**src/rtl/i2crr_pkg.sv**
```systemverilog
// Shared types for the two-wire register read target.
// Assumes nothing beyond IEEE 1800-2017 enum support.
package i2crr_pkg;

    // Bit-level link state of the target.
    typedef enum logic [2:0] {
        ST_IDLE,   // standby, waiting for START
        ST_RX,     // shifting in a byte from the controller
        ST_ACK,    // holding SDA low for an acknowledge
        ST_TX,     // shifting out a data byte
        ST_MACK    // sampling the controller's acknowledge
    } link_state_t;

    // Which byte of a write phase is being received.
    typedef enum logic [1:0] {
        PH_DEV,    // device address + R/W
        PH_AHI,    // register address, high byte
        PH_ALO     // register address, low byte
    } phase_t;

endpackage

```
**src/rtl/i2crr_line_sync.sv**
```systemverilog
// Brings SCL and SDA into the clock domain and finds edges and bus conditions.
// Assumes the lines are slow compared with clk (several clk per SCL phase).
// Sync registers reset to 1, which is the idle level of the bus.
module i2crr_line_sync #(
    parameter int STAGES = 2
) (
    input  logic clk,
    input  logic rst_n,
    input  logic scl_i,
    input  logic sda_i,
    output logic sda_s,
    output logic scl_rise,
    output logic scl_fall,
    output logic start_det,
    output logic stop_det
);
    logic [STAGES-1:0] scl_pipe;
    logic [STAGES-1:0] sda_pipe;
    logic              scl_d;
    logic              sda_d;
    logic              scl_s;

    // Synchronizer chains for both lines.
    generate
        if (STAGES == 1) begin : g_one
            always_ff @(posedge clk) begin
                if (!rst_n) begin
                    scl_pipe <= '1;
                    sda_pipe <= '1;
                end else begin
                    scl_pipe <= scl_i;
                    sda_pipe <= sda_i;
                end
            end
        end else begin : g_many
            always_ff @(posedge clk) begin
                if (!rst_n) begin
                    scl_pipe <= '1;
                    sda_pipe <= '1;
                end else begin
                    scl_pipe <= {scl_pipe[STAGES-2:0], scl_i};
                    sda_pipe <= {sda_pipe[STAGES-2:0], sda_i};
                end
            end
        end
    endgenerate

    // One-cycle delayed copies used for edge detection.
    always_ff @(posedge clk) begin
        if (!rst_n) begin
            scl_d <= 1'b1;
            sda_d <= 1'b1;
        end else begin
            scl_d <= scl_s;
            sda_d <= sda_s;
        end
    end

    assign scl_s     = scl_pipe[STAGES-1];
    assign sda_s     = sda_pipe[STAGES-1];
    assign scl_rise  = scl_s & ~scl_d;
    assign scl_fall  = ~scl_s & scl_d;
    assign start_det = scl_s & scl_d & sda_d & ~sda_s;
    assign stop_det  = scl_s & scl_d & ~sda_d & sda_s;

endmodule

```
**src/rtl/i2crr_addr_ctr.sv**
```systemverilog
// Register address counter: loaded from the write phase, stepped after each
// byte sent, wrapping from NREGS-1 to 0. Assumes load and step never coincide.
module i2crr_addr_ctr #(
    parameter int NREGS = 64,
    parameter int AW    = $clog2(NREGS)
) (
    input  logic          clk,
    input  logic          rst_n,
    input  logic          load,
    input  logic [AW-1:0] load_val,
    input  logic          step,
    output logic [AW-1:0] addr
);
    localparam logic [AW-1:0] LAST = AW'(NREGS - 1);

    logic [AW-1:0] cnt_q;

    // Load, step with wrap, or hold.
    always_ff @(posedge clk) begin
        if (!rst_n) begin
            cnt_q <= '0;
        end else if (load) begin
            cnt_q <= load_val;
        end else if (step) begin
            cnt_q <= (cnt_q == LAST) ? '0 : cnt_q + 1'b1;
        end
    end

    assign addr = cnt_q;


    wrap_to_zero_chk: assert property (@(posedge clk) disable iff (!rst_n)
        (step && !load && addr == LAST) |=> (addr == '0));


    step_by_one_chk: assert property (@(posedge clk) disable iff (!rst_n)
        (step && !load && addr != LAST) |=> (addr == $past(addr) + 1'b1));

endmodule

```
**src/rtl/i2crr_link_fsm.sv**
```systemverilog
// Byte-level protocol engine. It receives the device and address bytes,
// drives acknowledges, shifts data out MSB first and samples the
// controller's acknowledge. Assumes the event inputs are single-cycle
// pulses from i2crr_line_sync. SDA drive changes only on SCL falling
// events, or when a bus condition clears it.
module i2crr_link_fsm
    import i2crr_pkg::*;
#(
    parameter logic [6:0] DEV_ADDR = 7'b1101111,
    parameter int         AW       = 6
) (
    input  logic          clk,
    input  logic          rst_n,
    input  logic          sda_s,
    input  logic          scl_rise,
    input  logic          scl_fall,
    input  logic          start_det,
    input  logic          stop_det,
    input  logic [7:0]    rd_byte,
    output logic          sda_oe,
    output logic          ctr_load,
    output logic [AW-1:0] ctr_val,
    output logic          ctr_step
);
    link_state_t state_q;
    phase_t      phase_q;
    logic [3:0]  bitcnt_q;
    logic [7:0]  shreg_q;
    logic [7:0]  ahi_q;
    logic        rd_q;
    logic        mack_q;
    logic        oe_q;
    logic        load_q;
    logic        step_q;
    logic [15:0] addr_full;
    logic        unused_addr_bits;

    assign addr_full        = {ahi_q, shreg_q};
    assign unused_addr_bits = ^addr_full;

    // Main protocol state machine: bus conditions first, then the bit rules.
    always_ff @(posedge clk) begin
        if (!rst_n) begin
            state_q  <= ST_IDLE;
            phase_q  <= PH_DEV;
            bitcnt_q <= '0;
            shreg_q  <= '0;
            ahi_q    <= '0;
            rd_q     <= 1'b0;
            mack_q   <= 1'b0;
            oe_q     <= 1'b0;
            load_q   <= 1'b0;
            step_q   <= 1'b0;
        end else begin
            load_q <= 1'b0;
            step_q <= 1'b0;
            if (start_det) begin
                state_q  <= ST_RX;
                phase_q  <= PH_DEV;
                bitcnt_q <= '0;
                oe_q     <= 1'b0;
            end else if (stop_det) begin
                state_q <= ST_IDLE;
                oe_q    <= 1'b0;
            end else begin
                unique case (state_q)
                    ST_IDLE: ;
                    ST_RX: begin
                        if (scl_rise && bitcnt_q < 4'd8) begin
                            shreg_q  <= {shreg_q[6:0], sda_s};
                            bitcnt_q <= bitcnt_q + 4'd1;
                        end else if (scl_fall && bitcnt_q == 4'd8) begin
                            unique case (phase_q)
                                PH_DEV: begin
                                    if (shreg_q[7:1] == DEV_ADDR) begin
                                        state_q <= ST_ACK;
                                        oe_q    <= 1'b1;
                                        rd_q    <= shreg_q[0];
                                    end else begin
                                        state_q <= ST_IDLE;
                                    end
                                end
                                PH_AHI: begin
                                    ahi_q   <= shreg_q;
                                    state_q <= ST_ACK;
                                    oe_q    <= 1'b1;
                                end
                                default: begin
                                    load_q  <= 1'b1;
                                    state_q <= ST_ACK;
                                    oe_q    <= 1'b1;
                                end
                            endcase
                        end
                    end
                    ST_ACK: begin
                        if (scl_fall) begin
                            bitcnt_q <= '0;
                            if (rd_q && phase_q == PH_DEV) begin
                                state_q <= ST_TX;
                                shreg_q <= rd_byte;
                                oe_q    <= ~rd_byte[7];
                            end else begin
                                oe_q <= 1'b0;
                                unique case (phase_q)
                                    PH_DEV:  begin phase_q <= PH_AHI; state_q <= ST_RX; end
                                    PH_AHI:  begin phase_q <= PH_ALO; state_q <= ST_RX; end
                                    default: state_q <= ST_IDLE;
                                endcase
                            end
                        end
                    end
                    ST_TX: begin
                        if (scl_fall) begin
                            if (bitcnt_q == 4'd7) begin
                                oe_q    <= 1'b0;
                                step_q  <= 1'b1;
                                mack_q  <= 1'b0;
                                state_q <= ST_MACK;
                            end else begin
                                bitcnt_q <= bitcnt_q + 4'd1;
                                shreg_q  <= {shreg_q[6:0], 1'b0};
                                oe_q     <= ~shreg_q[6];
                            end
                        end
                    end
                    ST_MACK: begin
                        if (scl_rise) begin
                            mack_q <= ~sda_s;
                        end else if (scl_fall) begin
                            if (mack_q) begin
                                state_q  <= ST_TX;
                                bitcnt_q <= '0;
                                shreg_q  <= rd_byte;
                                oe_q     <= ~rd_byte[7];
                            end else begin
                                state_q <= ST_IDLE;
                            end
                        end
                    end
                    default: state_q <= ST_IDLE;
                endcase
            end
        end
    end

    assign sda_oe   = oe_q;
    assign ctr_load = load_q;
    assign ctr_step = step_q;
    assign ctr_val  = addr_full[AW-1:0];


    start_restarts_chk: assert property (@(posedge clk) disable iff (!rst_n)
        start_det |=> (state_q == ST_RX && bitcnt_q == 4'd0 && !sda_oe));


    stop_standby_chk: assert property (@(posedge clk) disable iff (!rst_n)
        (stop_det && !start_det) |=> (state_q == ST_IDLE && !sda_oe));


    drive_on_low_chk: assert property (@(posedge clk) disable iff (!rst_n)
        !$stable(sda_oe) |-> $past(scl_fall || start_det || stop_det));


    idle_silent_chk: assert property (@(posedge clk) disable iff (!rst_n)
        (state_q == ST_IDLE) |-> !sda_oe);

endmodule

```
**src/rtl/i2c_regread_target.sv**
```systemverilog
// Top of the two-wire register read target: line synchronizer, protocol
// engine and address counter. Assumes the register file answers reg_data
// combinationally for the address on reg_addr, and that NREGS >= 2.
module i2c_regread_target #(
    parameter int         NREGS       = 64,
    parameter logic [6:0] DEV_ADDR    = 7'b1101111,
    parameter int         SYNC_STAGES = 2
) (
    input  logic                     clk,
    input  logic                     rst_n,
    input  logic                     scl_i,
    input  logic                     sda_i,
    output logic                     sda_oe,
    output logic [$clog2(NREGS)-1:0] reg_addr,
    input  logic [7:0]               reg_data
);
    localparam int AW = $clog2(NREGS);

    logic          sda_s;
    logic          scl_rise;
    logic          scl_fall;
    logic          start_det;
    logic          stop_det;
    logic          ctr_load;
    logic          ctr_step;
    logic [AW-1:0] ctr_val;

    i2crr_line_sync #(.STAGES(SYNC_STAGES)) u_sync (
        .clk       (clk),
        .rst_n     (rst_n),
        .scl_i     (scl_i),
        .sda_i     (sda_i),
        .sda_s     (sda_s),
        .scl_rise  (scl_rise),
        .scl_fall  (scl_fall),
        .start_det (start_det),
        .stop_det  (stop_det)
    );

    i2crr_link_fsm #(.DEV_ADDR(DEV_ADDR), .AW(AW)) u_fsm (
        .clk       (clk),
        .rst_n     (rst_n),
        .sda_s     (sda_s),
        .scl_rise  (scl_rise),
        .scl_fall  (scl_fall),
        .start_det (start_det),
        .stop_det  (stop_det),
        .rd_byte   (reg_data),
        .sda_oe    (sda_oe),
        .ctr_load  (ctr_load),
        .ctr_val   (ctr_val),
        .ctr_step  (ctr_step)
    );

    i2crr_addr_ctr #(.NREGS(NREGS), .AW(AW)) u_ctr (
        .clk      (clk),
        .rst_n    (rst_n),
        .load     (ctr_load),
        .load_val (ctr_val),
        .step     (ctr_step),
        .addr     (reg_addr)
    );

endmodule

```
**config.mk**
```make
export PLATFORM = sky130hd
export DESIGN_NAME = i2c_regread_target
export DESIGN_NICKNAME = d
export VERILOG_FILES = /design/src/rtl/i2crr_pkg.sv /design/src/rtl/i2crr_line_sync.sv /design/src/rtl/i2crr_addr_ctr.sv /design/src/rtl/i2crr_link_fsm.sv /design/src/rtl/i2c_regread_target.sv
export SDC_FILE = /design/constraint.sdc
export NUM_CORES = 1
export LEC_CHECK = 0
export BUFFER_PORTS_ARGS = -buffer_cell sky130_fd_sc_hd__buf_2
export CORE_MARGIN = 2
export CORE_UTILIZATION = 47
export DETAILED_ROUTE_END_ITERATION = 12
export PLACE_DENSITY = 0.69
export REMOVE_ABC_BUFFERS = 1
export SLEW_MARGIN = 15
export SYNTH_ARGS = -nofsm -noshare
export SYNTH_HDL_FRONTEND = slang
export SYNTH_HIERARCHICAL = 1
export SYNTH_SLANG_ARGS = --single-unit
```
**constraint.sdc**
```tcl
create_clock -name clk -period 2.1 [get_ports clk]
set_clock_uncertainty 0.15 [all_clocks]
set_input_delay 0.42 -clock clk [delete_from_list [all_inputs] [get_ports clk]]
set_output_delay 0.42 -clock clk [all_outputs]
set_load 0.03 [all_outputs]
```
Word level (Yosys, flattened, before mapping):

Index checks and enable logic that the tools add are counted.

* reduce and logical (&&, ||, !) cells: 22
* mux-type cells: 54
* equality and inequality tests: 30
* $lt $le $gt $ge: 1
* add/subtract/negate cells: 2
* bitwise gates (word level): 23

Operators with widths (number)
* $mux 8: 8
* $pmux 8 s4: 1
* $mux 4: 7
* $mux 3: 8
* $ne 4x3->1 const B: 5
* $mux 1: 19
* $mux 6: 3
* $ne 2x1->1 const B: 9
* $reduce_and 9->1: 2
* $not 1->1: 16
* $pmux 4 s4: 1
* $reduce_and 8->1: 2
* $pmux 3 s5: 1
* $reduce_and 11->1: 1
* $ne 4x4->1 const B: 2
* $and 1x1->1: 7
* $eq 7x7->1 const B: 1
* $reduce_and 7->1: 1
* $add 6x1->6 const B: 1
* $eq 3x2->1 const B: 2
* $eq 6x6->1 const B: 1
* $mux 2: 3
* $ne 2x2->1 const B: 3
* $reduce_and 6->1: 1
* other kinds (22): 27

* input port bits: 12
* output and inout port bits: 7
* word-level logic and storage cells: 147
* register bits: 34

Depth between registers and ports, before layout:

Gate-level depths: netlist of run 1.

* word-level depth: 8
* mapped depth: 7
* depth with buffers taken out: 6

By module:

The synthesis of run 1 kept the hierarchy.

By module, submodules not included
* i2crr_link_fsm: area each 1483.9 µm², times used 1, sequential area each 440.4 µm², cells an instance 167
* i2crr_addr_ctr: area each 350.3 µm², times used 1, sequential area each 120.1 µm², cells an instance 42
* i2crr_line_sync: area each 190.2 µm², times used 1, sequential area each 120.1 µm², cells an instance 16

Worst setup path before layout of run 1:

No wires, ideal clock.

* path type: register -> register
* start point: register u_sync.scl_d
* end point: register u_fsm.shreg_q[1]
* setup time: 85 ps
* cell stages (with the launch flop): 7
* arrival time: 1755 ps
* setup slack: 111 ps
* buffers on the path: 1
* clock period less this slack: 1989 ps
* data required time: 1865 ps
* path through: dfxtp_1 -> nor2b_1 -> and2b_1 -> a32oi_1 -> or3_1 -> buf_4 -> o31ai_2

* elaborated cells between the ends (all ways): 17
* those cells by class: eq/ne: 5; bitwise: 10; reduce/logical: 2

RTL lines
* start: declaration: line i2crr_line_sync.sv:19 `logic scl_d;`
* start signal: assignment: line i2crr_line_sync.sv:54 `scl_d <= scl_s;`
* $and 1x1->1 (*): line i2crr_line_sync.sv:62 `assign scl_fall = ~scl_s & scl_d;`
* named net scl_fall: line i2c_regread_target.sv:21 `logic scl_fall;`
* $ne 2x1->1 (no line)
* $reduce_and 11->1 (no line) (*)
* end signal: assignment: line i2crr_link_fsm.sv:70 `shreg_q <= {shreg_q[6:0], sda_s};`
* end signal: assignment: line i2crr_link_fsm.sv:101 `shreg_q <= rd_byte;`
* end signal: assignment: line i2crr_link_fsm.sv:122 `shreg_q <= {shreg_q[6:0], 1'b0};`
* end: declaration: line i2crr_link_fsm.sv:28 `logic [7:0] shreg_q;`

The timed path passes the listed nets; every way through them passes the cells marked *.
A chain may end at the register's enable or synchronous reset.

Final worst setup path of run 1:

* start point: register u_sync.scl_pipe[1]
* end point: register u_fsm.rd_q

* word-level cells in the longest chain between the ends: 5
* elaborated cells between the ends (all ways): 14
* those cells by class: bitwise: 11; reduce/logical: 3

Ends and longest elaborated chain
* start: declaration: line i2crr_line_sync.sv:17 `logic [STAGES-1:0] scl_pipe;`
* start signal: assignment: line i2crr_line_sync.sv:41 `scl_pipe <= {scl_pipe[STAGES-2:0], scl_i};`
* $and 1x1->1 (3 in series): line i2crr_line_sync.sv:63 `assign start_det = scl_s & scl_d & sda_d & ~sda_s;`
* named net start_det: line i2c_regread_target.sv:22 `logic start_det;`
* $not 1->1 (no line)
* $reduce_and 7->1 (no line)
* end signal: assignment: line i2crr_link_fsm.sv:78 `rd_q <= shreg_q[0];`
* end: declaration: line i2crr_link_fsm.sv:30 `logic rd_q;`

The timed path passes the listed nets, and every way through them passes these cells.

==> results.ini, run 1 <==
[clocking]
cts.sinks=34
cts_buffers=5
cts-root-buf=clkbuf_8
clockBufferDepth=2
clkTransAtPathRegs_ns=0.07
cts_tree=built
htree_levels=2
clk_latency_ns=0.29

[synth]
synth_top_area_share_pct=33.62
ys_seq_elements=34
synth.cell_area_sq_um=2024
synth-async-reset-ratio_pct=0
ys_types=58
synth_edf_count=0
syn_inst=225
yosys_warnings=6
synth_seq_area_share_pct=33.62
ys.flop_type=dfxtp_1
synthTopCellsByArea=dfxtp_1 34%, mux2i_1 4.4%, o31ai_2 4.3%
synth_top_area_cell=dfxtp_1
syn_avg_cell_area_sq_um=8.998

[global_routing]
antenna_found_initial=0
grt-ovfl-total=0
grt_usage_pct=20.19
first_global_vias=1662
grt_max_degree=20
grt_pass1_wl_mm=7.852

[timing]
finalCriticalPeriod_ns=2.018
setup_viol=0
tightest_slew_ns=0.5321
hold_viol_final=0
period_share_pct=96.09
slew_headroom_pct=63.61
slew_viol_final=0
setup_ws_ns=0.08214
fmax_mhz=495.6
holdWs_ns=0.1581

[cells_and_area]
final_area_sq_um=2395
nNetsFinal=273
antenna_cells=0
layout.cells.non_filler=309
syn2layout_area_growth_pct=18.29
final_layout_size_suffix_gt1_share_pct=29.73
nFillCells=382

[pwr]
internal-power_uw=962.1
sw_frac_of_total_pct=26.62
peakVddDrop_mv=0.5286
p_per_area_nw_per_um2=547.5
power.switching_uw=349.1
pwr-share-clk_pct=36.8
seq_power_share_pct=51.0
leakage_nw=0.8841
combinationalPowerShare_pct=12.3

[placement]
dpl_worst_slack_ns=-0.05037
io_buffers=18
dpl.hpwl_mm=3.541
globalplace.congestion=0.8868
place_area_sq_um=2258
dp_cells=301

[detailed_routing]
viasPerCell=5.845
drcViolationCount=0
totalWireLength_mm=4.753
initialDrtViolationCount=140
vias=1806
antenna_left=0
firstDrtPassIters=6
wire_per_inst_microns=15.38

[setup_path]
critPathCaptureType=flop
crit_required_ns=2.18
path_class=flop to flop
critPathLaunchType=flop
arrival_ns=2.09
path_max_fanout=5

[floorplan]
core_region_area_sq_um=4086
start_util_pct=49.54
ios=19
core.rowCount=23
chipWidth_microns=69.63
die_h_microns=69.63
dieArea_sq_um=4848

[min_path]
hp-class=input pin to flop

[flow_run]
drv_cap=0

[run_status]
outcome=finished clean

==> worst max-delay path, stage by stage, from the launching register on <==
cell     delay (ns)
dfxtp_1        0.36
and4b_1        0.22
or4_1          0.46
or3_1          0.32
or3_1          0.31
a21oi_1        0.14
==> power groups by stage <==
stage                     combinational (mW)  clock [mW]  sequential, mW
after CTS                              0.153       0.501           0.667
after global placement                 0.152           0           0.682
after global routing                   0.175       0.528           0.670
after detailed placement               0.152           0           0.682
after floorplan                       0.0758           0           0.684
final                                  0.161       0.482           0.668
==> cell usage in the layout, fill, tap and decap left out, types with 4 or more instances in the layout <==
cell type and n:
clkbuf_8 5, nand2b_1 10, dfxtp_1 32, a21oi_1 10
buf_2 18, nor3b_1 5, mux2i_1 9, o31ai_2 7
o21ai_0 11, o311ai_1 7, nor3_1 5, inv_1 9
nand2_1 12, nor2b_1 4, o2bb2ai_1 5, nor2_1 14
buf_4 26
==> through the flow <==
step / setup TNS (ns) / util [%] / total power [mW]
after CTS: 0 / 57.44 / 1.321
final: 0 / 58.60 / 1.311
after global routing: -0.007302 / 58.60 / 1.373
after detailed placement: -0.2664 / 55.27 / 0.8339
after floorplan: -2.394 / - / 0.7601
after global placement: 0 / 55.27 / 0.8333
==> sequential cells by signal, indices dropped and copies added, names as in the netlist <==
signal,count
u_sync/sda_d,1
u_fsm/rd_q,1
u_sync/sda_pipe,2
u_ctr/addr,6
u_fsm/mack_q,1
u_fsm/sda_oe,1
u_fsm/phase_q,2
u_fsm/ctr_step,1
u_sync/scl_d,1
u_fsm/state_q,3
u_fsm/shreg_q,8
u_fsm/ctr_load,1
u_sync/scl_pipe,2
u_fsm/bitcnt_q,4
==> kinds of logic after synthesis <==
family          share of synthesized area, %
compound gates                         23.73
xor+xnor                               2.535
fa+ha+maj                              1.854
buf+inv                                7.292
flops                                  33.62
mux                                    5.563
simple gates                           25.40
==> timing repair <==
item                       CTS  global route
pin swaps                    0             1
setup endpoints to repair    7            14
gates resized for setup      1            10
hold buffers                 0             0
buffers inserted             0             0
==> area by class of cell <==
class | count | area, sq um | area share, %
Timing Repair Buffer | 44 | 285.3 | 11.91
Inverter | 9 | 33.78 | 1.411
Sequential cell | 34 | 683.2 | 28.53
Tap cell | 50 | 62.56 | 2.612
Multi-Input combinational cell | 164 | 1244 | 51.93
Clock buffer | 6 | 72.57 | 3.030
Clock inverter | 2 | 13.76 | 0.5747
==> cell usage after synthesis, drive strengths merged (4+ instances only) <==
cell / n
dfxtp: 34
nor2: 15
buf: 14
o21ai: 13
nand2: 12
a21oi: 10
nand2b: 10
inv: 9
mux2i: 9
nor3b: 7
o311ai: 7
o31ai: 7
nor2b: 6
nor3: 5
o2bb2ai: 5
clkbuf: 4
nor4b: 4
or3: 4
==> final timing paths <==
check	start	to	slack [ns]	depth (start not counted)
worst min register to register	u_sync/sda_pipe[0]$_SDFF_PN1_	u_sync/sda_pipe[1]$_SDFF_PN1_	0.26	1
worst max register to register	u_sync/scl_pipe[1]$_SDFF_PN1_	u_fsm/rd_q$_SDFFE_PN0P_	0.08	5
worst max-delay path	u_sync/scl_pipe[1]$_SDFF_PN1_	u_fsm/rd_q$_SDFFE_PN0P_	0.08	5
worst min-delay path	sda_i	u_sync/sda_pipe[0]$_SDFF_PN1_	0.16	2
==> metal layers <==
metal / routed length (microns) / up-vias / GRT usage, %
met5: 0 / - / 0
met4: 53 / 0 / 7.265
met3: 288 / 5 / 4.360
met2: 2037 / 51 / 28.74
met1: 2373 / 849 / 29.84
li1: - / 901 / -
(Power assumes the default switching activity.)
==> inputs of run 2 (changes only) <==
--- a/config.mk
+++ b/config.mk
@@ -6,6 +6,7 @@
 export NUM_CORES = 1
 export LEC_CHECK = 0
 export BUFFER_PORTS_ARGS = -buffer_cell sky130_fd_sc_hd__buf_2
+export CORE_ASPECT_RATIO = 0.6
 export CORE_MARGIN = 2
 export CORE_UTILIZATION = 47
 export DETAILED_ROUTE_END_ITERATION = 12
==> constraint.sdc (replaced) <==
create_clock -name clk -period 1.6 [get_ports clk]
set_clock_uncertainty 0.15 [all_clocks]
set_input_delay 0.32 -clock clk [delete_from_list [all_inputs] [get_ports clk]]
set_output_delay 0.32 -clock clk [all_outputs]
set_load 0.03 [all_outputs]
==> run 2 against run 1 <==
The run now ends with setup timing left. Setup slack got worse by 0.48 ns. Combinational power rose by 88%. Clock power rose by 110%. Via count rose by 14%. Fmax rose by 1.0%. Hold slack got worse by 0.11 ns. Power rose by 65%. Critical path depth did not move. Final cell count rose by 17%. Largest cell class unchanged.
==> results.ini, run 2 (synthesis results as in run 1) <==
[run_status]
violations=setup timing
outcome=finished with violations

[clocking]
cts_tree=built
clkTransAtPathRegs_ns=0.08  ; about the same
htree_levels=2  ; unchanged
clk_latency_ns=0.30  ; about the same
cts-root-buf=clkbuf_8
cts.sinks=34  ; unchanged
cts_buffers=5  ; unchanged
clockBufferDepth=2  ; unchanged

[setup_path]
crit_family=simple AND/OR/NAND/NOR gates
cpMaxStageDelayCell=or4_1
arrival_ns=2.09  ; about the same
cpMostUsedCell=or3_1
critPathCaptureType=flop
slowest_delay_ns=0.45  ; about the same
path_max_fanout=4  ; -1
critPathLaunchType=flop
r2r_slack_ns=-0.40  ; -0.48 ns
rr_worst_depth=5  ; unchanged
path_class=flop to flop
timing.rr.start=u_sync/scl_d$_SDFF_PN1_
reg2reg_to=u_fsm/rd_q$_SDFFE_PN0P_
crit_required_ns=1.69  ; -0.49 ns
crit_chain=and4b_1, or4_1, or3_1, or3_1, a21oi_2
critical_path_buf_inv_count=0  ; unchanged

[pwr]
leakage_nw=1.166  ; +32%
peakVddDrop_mv=0.5859  ; +11%
p_per_area_nw_per_um2=728.3  ; +33%

[placement]
globalplace.congestion=0.9685  ; +9.2%
dpl.hpwl_mm=4.196  ; +18%
dp_cells=346  ; +15%
io_buffers=18  ; unchanged

[cells_and_area]
largest_reg_flops=8  ; unchanged
regMostFlops=u_fsm/shreg_q
antenna_cells=0  ; unchanged
nNetsFinal=316  ; +16%
syn2layout_area_growth_pct=47.10
layout_commonest_cell=buf_4
layout.cells.non_filler=362  ; +17%
final_layout_size_suffix_gt1_share_pct=47.35  ; +18 points
final_cell_mix=60 x buf_4, 27 x dfxtp_1, 19 x buf_2

[floorplan]
core.rowCount=18  ; -22%
ios=19  ; unchanged
dieArea_sq_um=4866  ; +0.35%
chipWidth_microns=88.73  ; +27%
start_util_pct=49.12  ; -0.42 points
core_region_area_sq_um=4121  ; +0.86%
die_h_microns=54.84  ; -21%

[detailed_routing]
viasPerCell=5.674  ; -2.9%
drcViolationCount=0  ; unchanged
wire_per_inst_microns=17.38  ; +13%
initialDrtViolationCount=128  ; -8.6%
totalWireLength_mm=6.290  ; +32%
antenna_left=0  ; unchanged
vias=2054  ; +14%
firstDrtPassIters=4  ; -2

[timing]
tightest_slew_ns=0.3531  ; -0.1790 ns
hold_viol_final=0  ; unchanged
fmax_mhz=500.6  ; +1.0%
rsz0062_at_grt=yes
slew_headroom_pct=75.85  ; +12 points
period_share_pct=124.8  ; +29 points
setup_viol=18  ; +18
slew_viol_final=0  ; unchanged
setup_ws_ns=-0.3975  ; -0.4796 ns
finalCriticalPeriod_ns=1.997  ; -0.02037 ns
setup-tns-final_ns=-4.746  ; -4.746 ns

[global_routing]
grt_pass1_wl_mm=9.308  ; +19%
grt_max_degree=20  ; unchanged
grt-ovfl-total=0  ; unchanged
first_global_vias=1828  ; +10%
grt_usage_pct=26.36  ; +6.2 points
antenna_found_initial=0  ; unchanged

[min_path]
hp-class=input pin to flop
holdPathEnd=u_sync/scl_pipe[0]$_SDFF_PN1_
min_delay_path_depth=2  ; unchanged
hp-start=scl_i

[flow_run]
drv_cap=0  ; unchanged

-- run 2: through the flow --
stage / utilization [%] / area, sq um / setup WS [ns] / power [mW] / hold slack [ns]
floorplan: - / 1911 / -0.8074 / 0.9976 / 0.2363
global placement: 61.48 / 2534 / -0.3647 / 1.125 / 0.2403
detailed placement: 61.48 / 2534 / -0.3806 / 1.128 / 0.2468
CTS: 70.31 / 2898 / -0.3621 / 2.137 / 0.05359
global route: 72.25 / 2978 / -0.4821 / 2.231 / 0.04496
finish: 72.25 / 2978 / -0.3975 / 2.169 / 0.04756
-- run 2: layout make-up --
type / count / area, sq um
inverters: 9 / 33.78
clock buffers: 5 / 68.82
repair buffers: 87 / 635.6
clock inverters: 3 / 68.82
multi-input cells: 164 / 1406
flip-flops and latches: 34 / 689.4
well taps: 60 / 75.07
fillers: 310 / 1144
-- run 2: how the worst max path moves through the flow --
stage | startpoint | to | slack [ns] | depth (start not counted)
final | u_sync/scl_d$_SDFF_PN1_ | u_fsm/rd_q$_SDFFE_PN0P_ | -0.40 | 5
after global placement | u_sync/sda_pipe[1]$_SDFF_PN1_ | u_fsm/rd_q$_SDFFE_PN0P_ | -0.36 | 5
after CTS | u_sync/scl_d$_SDFF_PN1_ | u_fsm/rd_q$_SDFFE_PN0P_ | -0.36 | 5
after floorplan | u_fsm/state_q[1]$_SDFFE_PP0P_ | u_fsm/shreg_q[0]$_SDFFE_PN0P_ | -0.81 | 4
after global routing | u_sync/sda_pipe[1]$_SDFF_PN1_ | u_fsm/rd_q$_SDFFE_PN0P_ | -0.48 | 5
after detailed placement | u_sync/scl_d$_SDFF_PN1_ | u_fsm/shreg_q[2]$_SDFFE_PN0P_ | -0.38 | 6
-- run 2: power breakdown --
group	leakage, nW	switching [mW]	total (mW)	internal [mW]
clock network	0.0683	0.366	0.991	0.625
logic	0.822	0.159	0.303	0.144
registers	0.276	0.0140	0.875	0.861
-- run 2: metal layers --
layer	track usage [%]	wire length [microns]	part of all wire, %	vias to the layer above
li1	-	-	-	986
met1	40.63	3147	50	979
met2	36.07	2581	41	84
met3	6.637	514	8.2	5
met4	5.556	47	0.75	0
met5	0	0	0	-
-- run 2: timing repair --
action / 4_1_cts / 5_1_grt
resized for setup: 40 / 11
pin swaps: 11 / 3
setup buffers: 5 / 2
gates cloned: 1 / 0
hold buffers: 0 / 0
endpoints found under the hold margin: 0 / 0
setup endpoints to repair: 21 / 21
